`config.mk`:
```
export PLATFORM = sky130hd
export DESIGN_NAME = tsw_host_port
export DESIGN_NICKNAME = d
export VERILOG_FILES = /design/src/rtl/tsw_host_pkg.sv /design/src/rtl/tsw_rst_sync.sv /design/src/rtl/tsw_ctrl_reg.sv /design/src/rtl/tsw_bank_route.sv /design/src/rtl/tsw_read_ret.sv /design/src/rtl/tsw_host_port.sv
export SDC_FILE = /design/constraint.sdc
export NUM_CORES = 1
export LEC_CHECK = 0
export BUFFER_PORTS_ARGS = -buffer_cell sky130_fd_sc_hd__buf_4
export CAP_MARGIN = 25
export CORE_UTILIZATION = 38
export CTS_CLUSTER_SIZE = 8
export DETAILED_ROUTE_END_ITERATION = 10
export HOLD_SLACK_MARGIN = 0.06
export PLACE_DENSITY = 0.85
export SYNTH_ARGS = -nofsm -noshare
export SYNTH_HDL_FRONTEND = slang
export SYNTH_HIERARCHICAL = 1
export SYNTH_SLANG_ARGS = --single-unit
```
`constraint.sdc`:
```
create_clock -name clk -period 0.88 [get_ports clk]
set_input_delay 0.176 -clock clk [delete_from_list [all_inputs] [get_ports clk]]
set_output_delay 0.176 -clock clk [all_outputs]
set_load 0.02 [all_outputs]
```
`src/rtl/tsw_host_pkg.sv`:
```
package tsw_host_pkg;
  localparam int ADDR_W    = 6;
  localparam int DATA_W    = 8;
  localparam int CHAN_W    = 5;
  localparam int STRM_W    = 3;
  localparam int WIN_BIT   = ADDR_W - 1;
  localparam int SPLIT_BIT = 7;
  localparam int MSG_BIT   = 6;
  localparam int SPARE_BIT = 5;
  localparam int BSEL_LO   = STRM_W;
  localparam int BSEL_W    = 2;

  typedef enum logic [BSEL_W-1:0] {
    BANK_NONE = 2'b00,
    BANK_DM   = 2'b01,
    BANK_CML  = 2'b10,
    BANK_CMH  = 2'b11
  } bank_e;
endpackage

```
`src/rtl/tsw_rst_sync.sv`:
```
module tsw_rst_sync (
  input  logic clk,
  input  logic rst_n,
  output logic rst_sync_n
);
  logic meta_q;

  always_ff @(posedge clk or negedge rst_n) begin
    if (!rst_n) begin
      meta_q     <= 1'b0;
      rst_sync_n <= 1'b0;
    end else begin
      meta_q     <= 1'b1;
      rst_sync_n <= meta_q;
    end
  end
endmodule

```
`src/rtl/tsw_ctrl_reg.sv`:
```
module tsw_ctrl_reg
  import tsw_host_pkg::*;
(
  input  logic              clk,
  input  logic              rst_n,
  input  logic              cr_we,
  input  logic [DATA_W-1:0] cr_wdata,
  output logic [DATA_W-1:0] cr_q
);
  localparam logic [DATA_W-1:0] KEEP_MASK = ~(DATA_W'(1) << SPARE_BIT);

  logic [DATA_W-1:0] cr_nxt;

  always_comb begin
    cr_nxt = cr_q;
    if (cr_we) cr_nxt = cr_wdata & KEEP_MASK;
  end

  always_ff @(posedge clk or negedge rst_n) begin
    if (!rst_n)     cr_q <= '0;
    else if (cr_we) cr_q <= cr_nxt;
  end

  AST_CR_HOLD: assert property (@(posedge clk) disable iff (!rst_n)
    !cr_we |=> $stable(cr_q));
  AST_SPARE_ZERO: assert property (@(posedge clk) disable iff (!rst_n)
    cr_we |=> (cr_q[SPARE_BIT] == 1'b0));
endmodule

```
`src/rtl/tsw_bank_route.sv`:
```
module tsw_bank_route
  import tsw_host_pkg::*;
(
  input  logic  acc_sel,
  input  logic  acc_rd,
  input  logic  acc_wr,
  input  logic  in_win,
  input  logic  split_on,
  input  bank_e bsel,
  output bank_e eff_bank,
  output logic  wr_cml,
  output logic  wr_cmh,
  output logic  rd_take
);
  logic do_wr;

  always_comb begin
    do_wr   = acc_sel && acc_wr;
    rd_take = acc_sel && acc_rd && !acc_wr;
    if (!acc_sel || !in_win) eff_bank = BANK_NONE;
    else if (split_on)       eff_bank = do_wr ? BANK_CML : BANK_DM;
    else                     eff_bank = bsel;
    wr_cml = do_wr && in_win && (eff_bank == BANK_CML);
    wr_cmh = do_wr && in_win && (eff_bank == BANK_CMH);
  end

  always_comb begin
    AST_CR_NO_MEM_WE: assert (!(acc_sel && !in_win) || (!wr_cml && !wr_cmh));
    AST_SPLIT_WR_LOW: assert (!(acc_sel && acc_wr && in_win && split_on) || (wr_cml && !wr_cmh));
    AST_DM_NO_WE: assert (!(!split_on && bsel == BANK_DM) || (!wr_cml && !wr_cmh));
    AST_IDLE_NO_WE: assert (acc_sel || (!wr_cml && !wr_cmh && !rd_take));
  end
endmodule

```
`src/rtl/tsw_read_ret.sv`:
```
module tsw_read_ret
  import tsw_host_pkg::*;
(
  input  logic              clk,
  input  logic              rst_n,
  input  logic              rd_take,
  input  logic              in_win,
  input  bank_e             eff_bank,
  input  logic [DATA_W-1:0] cr_q,
  input  logic [DATA_W-1:0] dm_word,
  input  logic [DATA_W-1:0] cml_word,
  input  logic [DATA_W-1:0] cmh_word,
  output logic [DATA_W-1:0] rdata,
  output logic              rvalid
);
  logic [DATA_W-1:0] rdata_nxt;

  always_comb begin
    if (!in_win) rdata_nxt = cr_q;
    else begin
      case (eff_bank)
        BANK_DM:  rdata_nxt = dm_word;
        BANK_CML: rdata_nxt = cml_word;
        BANK_CMH: rdata_nxt = cmh_word;
        default:  rdata_nxt = '0;
      endcase
    end
  end

  always_ff @(posedge clk or negedge rst_n) begin
    if (!rst_n) begin
      rvalid <= 1'b0;
      rdata  <= '0;
    end else begin
      rvalid <= rd_take;
      if (rd_take) rdata <= rdata_nxt;
    end
  end

  AST_RV_AFTER_RD: assert property (@(posedge clk) disable iff (!rst_n)
    rd_take |=> rvalid);
  AST_RV_ONLY_RD: assert property (@(posedge clk) disable iff (!rst_n)
    !rd_take |=> !rvalid);
  AST_RSV_ZERO: assert property (@(posedge clk) disable iff (!rst_n)
    (rd_take && in_win && eff_bank == BANK_NONE) |=> (rdata == '0));
endmodule

```
`src/rtl/tsw_host_port.sv`:
```
module tsw_host_port
  import tsw_host_pkg::*;
(
  input  logic              clk,
  input  logic              rst_n,
  input  logic              host_sel,
  input  logic              host_rd,
  input  logic              host_wr,
  input  logic [ADDR_W-1:0] host_addr,
  input  logic [DATA_W-1:0] host_wdata,
  output logic [DATA_W-1:0] host_rdata,
  output logic              host_rvalid,
  output logic [BSEL_W-1:0] acc_bank,
  output logic [STRM_W-1:0] acc_stream,
  output logic [CHAN_W-1:0] acc_chan,
  output logic [DATA_W-1:0] mem_wdata,
  output logic              cml_we,
  output logic              cmh_we,
  input  logic [DATA_W-1:0] dm_rdata,
  input  logic [DATA_W-1:0] cml_rdata,
  input  logic [DATA_W-1:0] cmh_rdata,
  output logic              mode_split,
  output logic              mode_msg
);
  logic              rst_sync_n;
  logic [DATA_W-1:0] cr_q;
  logic              in_win;
  logic              cr_we;
  logic              rd_take;
  bank_e             eff_bank;
  bank_e             bsel;

  assign in_win     = host_addr[WIN_BIT];
  assign cr_we      = host_sel && host_wr && !in_win;
  assign bsel       = bank_e'(cr_q[BSEL_LO +: BSEL_W]);
  assign acc_stream = cr_q[STRM_W-1:0];
  assign acc_chan   = host_addr[CHAN_W-1:0];
  assign acc_bank   = eff_bank;
  assign mem_wdata  = host_wdata;
  assign mode_split = cr_q[SPLIT_BIT];
  assign mode_msg   = cr_q[MSG_BIT];

  tsw_rst_sync u_rst (
    .clk        (clk),
    .rst_n      (rst_n),
    .rst_sync_n (rst_sync_n)
  );

  tsw_ctrl_reg u_cr (
    .clk      (clk),
    .rst_n    (rst_sync_n),
    .cr_we    (cr_we),
    .cr_wdata (host_wdata),
    .cr_q     (cr_q)
  );

  tsw_bank_route u_route (
    .acc_sel  (host_sel),
    .acc_rd   (host_rd),
    .acc_wr   (host_wr),
    .in_win   (in_win),
    .split_on (mode_split),
    .bsel     (bsel),
    .eff_bank (eff_bank),
    .wr_cml   (cml_we),
    .wr_cmh   (cmh_we),
    .rd_take  (rd_take)
  );

  tsw_read_ret u_ret (
    .clk      (clk),
    .rst_n    (rst_sync_n),
    .rd_take  (rd_take),
    .in_win   (in_win),
    .eff_bank (eff_bank),
    .cr_q     (cr_q),
    .dm_word  (dm_rdata),
    .cml_word (cml_rdata),
    .cmh_word (cmh_rdata),
    .rdata    (host_rdata),
    .rvalid   (host_rvalid)
  );

  AST_CR_WRITE_SEEN: assert property (@(posedge clk) disable iff (!rst_sync_n)
    (host_sel && host_wr && !in_win) |=> (mode_msg == $past(host_wdata[MSG_BIT])));
  AST_NO_SEL_STABLE: assert property (@(posedge clk) disable iff (!rst_sync_n)
    !host_sel |=> $stable(cr_q));
endmodule

```
==> results of run 1 <==
-- registers in the layout (all words and copies together) (netlist names) --
| register | count |
|---|---|
| u_rst/meta_q | 1 |
| u_rst/rst_sync_n | 1 |
| u_cr/cr_q | 7 |
| u_ret/rdata | 8 |
| u_ret/rvalid | 1 |
-- per-layer routing --
layer  up-vias  global-route usage, %
met5         -                      0
met4         0                   9.52
met3         8                   3.08
met2        58                   34.3
met1       492                   20.4
li1        506                      -
-- per-stage QoR --
stage               hold slack (ns)  worst slack (ns)
global placement            -0.0391            -0.716
global route                 0.0918            -0.841
finish                        0.109            -0.784
CTS                           0.105            -0.757
detailed placement          -0.0389            -0.783
floorplan                    -0.120            -0.823
-- worst min path at each step --
stage	endpoint	cells past startpoint
floorplan	u_rst/meta_q	0
global placement	u_rst/meta_q	1
detailed placement	u_rst/meta_q	1
CTS	u_cr/cr_q[3]	2
global route	u_cr/cr_q[3]	2
finish	u_cr/cr_q[3]	2
-- report_power, final --
part           internal, uW  leakage [uW]  switching [uW]
Combinational           930      0.000750             669
Clock                   252     0.0000210             257
Sequential              977      0.000210             115
Total                  2160      0.000981            1040
-- kinds of logic after synthesis --
group,synth area share (%)
AND/OR/NAND/NOR,11.4
buffers and inverters,14.8
AO/OA/AOI/OAI,18.7
flip-flops,37.4
multiplexers,17.0
other,0.623
-- layout by cell type (no fill, tap or decap), types with 2 or more instances in the layout --
cell,Yosys,final
sky130_fd_sc_hd__dfrtp_1,18,17
sky130_fd_sc_hd__buf_6,3,26
sky130_fd_sc_hd__conb_1,2,2
sky130_fd_sc_hd__mux2_2,8,2
sky130_fd_sc_hd__clkbuf_4,0,3
sky130_fd_sc_hd__a221oi_2,8,8
sky130_fd_sc_hd__nand2_1,2,2
sky130_fd_sc_hd__inv_1,2,2
sky130_fd_sc_hd__buf_4,14,66
sky130_fd_sc_hd__a21oi_4,0,2
sky130_fd_sc_hd__nor2_1,18,17
sky130_fd_sc_hd__nand2b_4,0,2
sky130_fd_sc_hd__buf_12,0,2
sky130_fd_sc_hd__mux2_4,7,13
sky130_fd_sc_hd__a22oi_2,7,8
-- worst reg2reg max path: stages (launching register included) --
cell	delay, ns
sky130_fd_sc_hd__dfrtp_2	0.45
sky130_fd_sc_hd__nand2b_4	0.17
sky130_fd_sc_hd__a21oi_4	0.19
sky130_fd_sc_hd__buf_6	0.15
sky130_fd_sc_hd__mux2_4	0.30
sky130_fd_sc_hd__a22oi_2	0.18
sky130_fd_sc_hd__a221oi_2	0.09
-- final cells by class --
type                       instances  share of cell area [%]
clock buffer                       4                    1.78
inverter                           2                   0.368
multi-input combinational         64                    31.9
sequential                        18                    22.1
tap                               44                    2.70
timing repair buffer              95                    41.1
-- repair_timing --
item	CTS	global route
setup endpoints to repair	33	33
pin swaps	6	10
gates resized for setup	29	5
endpoints found under the hold margin	2	0
hold buffers	1	0
setup buffers	14	3
==> impl_metrics.tcl, run 1 <==
set metrics [dict create \
    layout.filler_cells 235 \
    floorplan.die_area_um2 3400 \
    worst-setup-path-type "flop to flop" \
    routedLengthMet1_um 1240 \
    dpl_cell_area_um2 1730 \
    gp_routability_congestion 0.899 \
    run_status "finished with violations" \
    floorplan.rows 20 \
    postSynth.topFlopCell "sky130_fd_sc_hd__dfrtp_1" \
    crit-reg2reg-capture "u_ret/rdata[4]" \
    async_reset_ff_share_pct 100 \
    grt_start_max_net_pins 18 \
    grt_antenna_before_repair 0 \
    initial_utilization_pct 39.8 \
    finalWorstPathRequiredPeriod_ns 1.66 \
    critical_path.endpoint_type "flop" \
    area_taken_by_multi_input_logic_gates_um2 651 \
    syn_inst 106 \
    clock_insertion_delay_worst_skew_ns 0.30 \
    layoutNonFillerInstCount 227 \
    global_route.overflow_total 0 \
    rrSetupSlack_ns -0.78 \
    report.final.hold_viol_count 0 \
    antenna_cells_inserted 0 \
    worstPathRequired_ns 1.05 \
    synth_register_bits 18 \
    sequential_cell_area_um2 452 \
    biggest_area_consumer_among_synthesized_cells "sky130_fd_sc_hd__dfrtp_1" \
    cts_max_level 1 \
    grt_pass1_vias 1098 \
    vias 1064 \
    die_w_um 58.3 \
    worst_ir_drop_vdd_v 0.000633 \
    layout_setup_ws_ns -0.784 \
    wire_per_inst_um 13.8 \
    dpl.hpwl_um 2310 \
    totalNegativeSetupSlack_ns -11.78 \
    finalInstanceArea_um2 2040 \
    ff2ff_path_depth 6 \
    synth_cell_type_count 24 \
    first_pass_iters 4 \
    portBuffers 61 \
    wl_met2_um 1590 \
    core_region_area_um2 3030 \
    clk_path_buf_depth 2 \
    cts.sink_count 18 \
    met3_length_um 272 \
    hold_class "input port to flop" \
    postSynthAreaPerCell_um2 11.4 \
    flow.area_growth_from_synthesis_pct 69.3 \
    highest_layer "met4" \
    leakage_uw 0.000981 \
    final_core_utilization_pct 67.4 \
    fin_total_pwr_uw 3200 \
    grt.total_usage_pct 18.6 \
    timing.final.crit_share_pct 189 \
    critPathMaxStageDelay_ns 0.45 \
    cp_cell_sequence "nand2b_4 > a21oi_4 > buf_6 > mux2_4 > a22oi_2 > a221oi_2" \
    synth_area_um2 1200 \
    worstSetupStartpoint "u_cr/cr_q[7]" \
    detail-route-antenna-nets 0 \
    timing.clock.skew_ns 0.00966 \
    remaining_drc_errors 0 \
    critPathCapture "u_ret/rdata[4]" \
    worst_r2r_startpoint "u_cr/cr_q[7]" \
    grt_pass1_wl_um 4710 \
    maxcap_violations 0 \
    worstPathArrival_ns 1.83 \
    clock_tree_from_tritoncts "yes" \
    critical-path-top-delay-family "compound AO/OA/AOI/OAI gates" \
    io_pins 74 \
    clkSlewWorstSetupHoldPaths_ns 0.11 \
    clockRootBuffer "sky130_fd_sc_hd__clkbuf_4" \
    synth-edff-count 0 \
    synth_top_cells_by_area "sky130_fd_sc_hd__dfrtp_1 (37%), sky130_fd_sc_hd__a221oi_2 (10%), sky130_fd_sc_hd__buf_4 (8.7%)" \
    critPathBufInv 1 \
    worst_path_fanout_max 5 \
    die_h_um 58.3 \
    timing.critical_path.slowest_stage_cell "sky130_fd_sc_hd__dfrtp_2" \
    timing.final.max_slew_violations 0 \
    instance_count_after_placement_with_tap_cells_included 205 \
    synth_top_area_share_pct 37.4 \
    fin_nets 227 \
    number_of_cts_inserted_buffers 3 \
    rsz0062_at_grt "yes" \
    netlist_top_cells_count "sky130_fd_sc_hd__dfrtp_1 (18), sky130_fd_sc_hd__nor2_1 (18), sky130_fd_sc_hd__buf_4 (14)" \
    violations "setup timing" \
    setup_violations 33 \
    yosysWarnings 6 \
    drt-vias-per-instance 4.69 \
    power_per_cell_area_nw_per_um2 1570 \
    synth.net_count 149 \
    synth.yosys.seq_area_share_pct 37.4 \
    category_of_the_worst_setup_path_launch_point "flop" \
    drt_iter0_markers 26 \
    crit_cells 6 \
    fmax_mhz 601 \
    routed_wirelength_um 3140 \
    hp-start "host_wdata[3]" \
    layout-drive-gt1-share_pct 75.4 \
]
Note: power is estimated with default switching activity, not from simulation.
==> inputs of run 2 (changes only) <==
==> constraint.sdc (replaced) <==
create_clock -name clk -period 0.88 [get_ports clk]
set_input_delay 0 -clock clk [delete_from_list [all_inputs] [get_ports clk]]
set_output_delay 0 -clock clk [all_outputs]
set_load 0.02 [all_outputs]
==> impl_metrics.tcl, run 2 (synthesized netlist as in run 1, its figures left out) <==
set metrics [dict create \
    layout.filler_cells 208 \
    dpl.hpwl_um 2250 \
    setup_violations 16 \
    finalWorstPathRequiredPeriod_ns 1.63 \
    clock_insertion_delay_worst_skew_ns 0.29 \
    area_taken_by_multi_input_logic_gates_um2 631 \
    crit-reg2reg-capture "u_ret/rdata[3]" \
    power.share.sequential_pct 34.9 \
    layout_common_cells "sky130_fd_sc_hd__buf_4 (62), sky130_fd_sc_hd__buf_6 (18), sky130_fd_sc_hd__dfrtp_1 (17), sky130_fd_sc_hd__nor2_1 (17), sky130_fd_sc_hd__dlygate4sd3_1 (15)" \
    drt_iter0_markers 38 \
    largest_register_ffs 8 \
    die_w_um 58.3 \
    final_core_utilization_pct 68.7 \
    registers.top_by_ff_count "u_ret/rdata" \
    slew_headroom_pct 65.2 \
    worstSetupStartpoint "u_cr/cr_q[7]" \
    run_status "finished with violations" \
    cts.sink_count 18 \
    violations "setup timing" \
    timing.critical_path.slowest_stage_cell "sky130_fd_sc_hd__dfrtp_2" \
    clockRootBuffer "sky130_fd_sc_hd__clkbuf_4" \
    clock_tree_from_tritoncts "yes" \
    core_region_area_um2 3030 \
    p_int_uw 2110 \
    detail-route-antenna-nets 0 \
    critPathMaxStageDelay_ns 0.43 \
    dpl_cell_area_um2 1720 \
    grt_pass1_vias 1081 \
    timing.final.max_slew_violations 0 \
    critPathCapture "u_ret/rdata[3]" \
    global_route.overflow_total 0 \
    layout-drive-gt1-share_pct 67.4 \
    fmax_mhz 612 \
    report.final.hold_viol_count 0 \
    place_worst_setup_slack_ns -0.743 \
    layout_setup_ws_ns -0.753 \
    worst_path_fanout_max 4 \
    worst_hold_slack_ns 0.0921 \
    sequential_cell_area_um2 452 \
    reg.largest.list "u_ret/rdata: 8 flops, u_cr/cr_q: 7 flops" \
    worst-setup-path-type "flop to flop" \
    switchingPower_uw 1070 \
    critical_path.endpoint_type "flop" \
    vias 1134 \
    switching_share_pct 33.6 \
    drt-vias-per-instance 4.91 \
    clk_path_buf_depth 2 \
    grt_antenna_before_repair 0 \
    final_common_cell "sky130_fd_sc_hd__buf_4" \
    initial_utilization_pct 39.8 \
    leakage_uw 0.000978 \
    clkSlewWorstSetupHoldPaths_ns 0.10 \
    rrSetupSlack_ns -0.75 \
    rsz0062_at_grt "yes" \
    timing.clock.skew_ns 0.00146 \
    worst_r2r_startpoint "u_cr/cr_q[7]" \
    finalInstanceArea_um2 2080 \
    number_of_cts_inserted_buffers 3 \
    category_of_the_worst_setup_path_launch_point "flop" \
    cts_max_level 1 \
    die_h_um 58.3 \
    gp_routability_congestion 0.842 \
    first_pass_iters 4 \
    floorplan.rows 20 \
    clock_network_fraction_of_total_power_pct 15.9 \
    io_pins 74 \
    grt_pass1_wl_um 4870 \
    routed_wirelength_um 3500 \
    flow.area_growth_from_synthesis_pct 72.6 \
    grt.total_usage_pct 18.7 \
    hold_class "input port to flop" \
    worstMarginPinSlew_ns 0.521 \
    worstPathRequired_ns 1.03 \
    pwr-share-comb_pct 49.2 \
    wire_per_inst_um 15.2 \
    instance_count_after_placement_with_tap_cells_included 203 \
    timing.final.crit_share_pct 186 \
    floorplan.die_area_um2 3400 \
    worstPathArrival_ns 1.79 \
    maxcap_violations 0 \
    layoutNonFillerInstCount 231 \
    grt_start_max_net_pins 18 \
    fin_nets 231 \
    worst_ir_drop_vdd_v 0.000726 \
    cp_cell_sequence "nand2b_4 > a21oi_4 > buf_6 > mux2_4 > a22oi_2 > a221oi_2" \
    power_per_cell_area_nw_per_um2 1530 \
    ff2ff_path_depth 6 \
    antenna_cells_inserted 0 \
    remaining_drc_errors 0 \
    portBuffers 61 \
]
[run 2: changes by cell type in the layout (fill, tap and decap cells not counted)]
cell,change
sky130_fd_sc_hd__dlygate4sd3_1,+14
sky130_fd_sc_hd__a21oi_4,-1
sky130_fd_sc_hd__a21oi_2,+1
sky130_fd_sc_hd__buf_12,+2
sky130_fd_sc_hd__and3b_1,+1
sky130_fd_sc_hd__buf_6,-8
sky130_fd_sc_hd__and3b_2,-1
sky130_fd_sc_hd__mux2_4,-1
sky130_fd_sc_hd__buf_4,-4
sky130_fd_sc_hd__nand2b_1,+1
sky130_fd_sc_hd__nand2b_4,-1
sky130_fd_sc_hd__mux2_2,+1
[run 2: what timing repair did]
action / in CTS / in global routing
gates resized for setup: 10 / 14
pin swaps: 8 / 6
endpoints found under the setup margin: 18 / 26
setup buffers: 4 / 7
hold buffers: 15 / 0
hold endpoints to repair: 15 / 0
[run 2: final cells by class]
| class | instances | area share, % |
|---|---|---|
| repair buffers | 99 | 43.2 |
| multi-input cells | 64 | 30.3 |
| well taps | 44 | 2.65 |
| clock buffers | 4 | 1.74 |
| flip-flops and latches | 18 | 21.7 |
| inverters | 2 | 0.361 |
[run 2: worst min path at each step]
stage                 from               end  slack (ns)  cells past startpoint
3_3_place_gp         rst_n      u_rst/meta_q       -0.22                      1
2_1_floorplan        rst_n      u_rst/meta_q       -0.30                      0
3_5_place_dp         rst_n  u_rst/rst_sync_n       -0.21                      1
6_report       dm_rdata[0]    u_ret/rdata[0]        0.09                      3
4_1_cts        dm_rdata[5]    u_ret/rdata[5]        0.08                      3
5_1_grt        dm_rdata[0]    u_ret/rdata[0]        0.08                      3
[run 2: worst max-delay path, delay by kind of cell, from the launching register on]
family | cells | cell delay, ns
buffers and inverters | 1 | 0.16
muxes | 1 | 0.30
and+or+nand+nor | 1 | 0.15
AOI/OAI and AO/OA | 3 | 0.46
DFF | 1 | 0.43
[run 2: power groups by stage]
stage	logic [uW]	clock network, uW	registers, uW
final	1570	505	1110
after global routing	1650	572	1130
after CTS	1400	521	1090
after detailed placement	1240	0	1100
after global placement	1210	0	1090
after floorplan	589	0	1260
[run 2: metrics by stage]
stage                     power (uW)  setup TNS, ns
after detailed placement        2340          -8.03
after global placement          2300          -7.63
after floorplan                 1850          -6.67
after global routing            3350          -9.59
final                           3180          -8.55
after CTS                       3010          -8.19
[run 2: per-layer routing]
metal | vias to the layer above | part of all wire, % | track usage, % | wire length (um)
met5 | - | 0 | 0 | 0
met4 | 0 | 1.2 | 3.40 | 43
met3 | 8 | 6.8 | 4.40 | 238
met2 | 62 | 54 | 34.5 | 1880
met1 | 551 | 38 | 22.3 | 1340
li1 | 513 | - | - | -
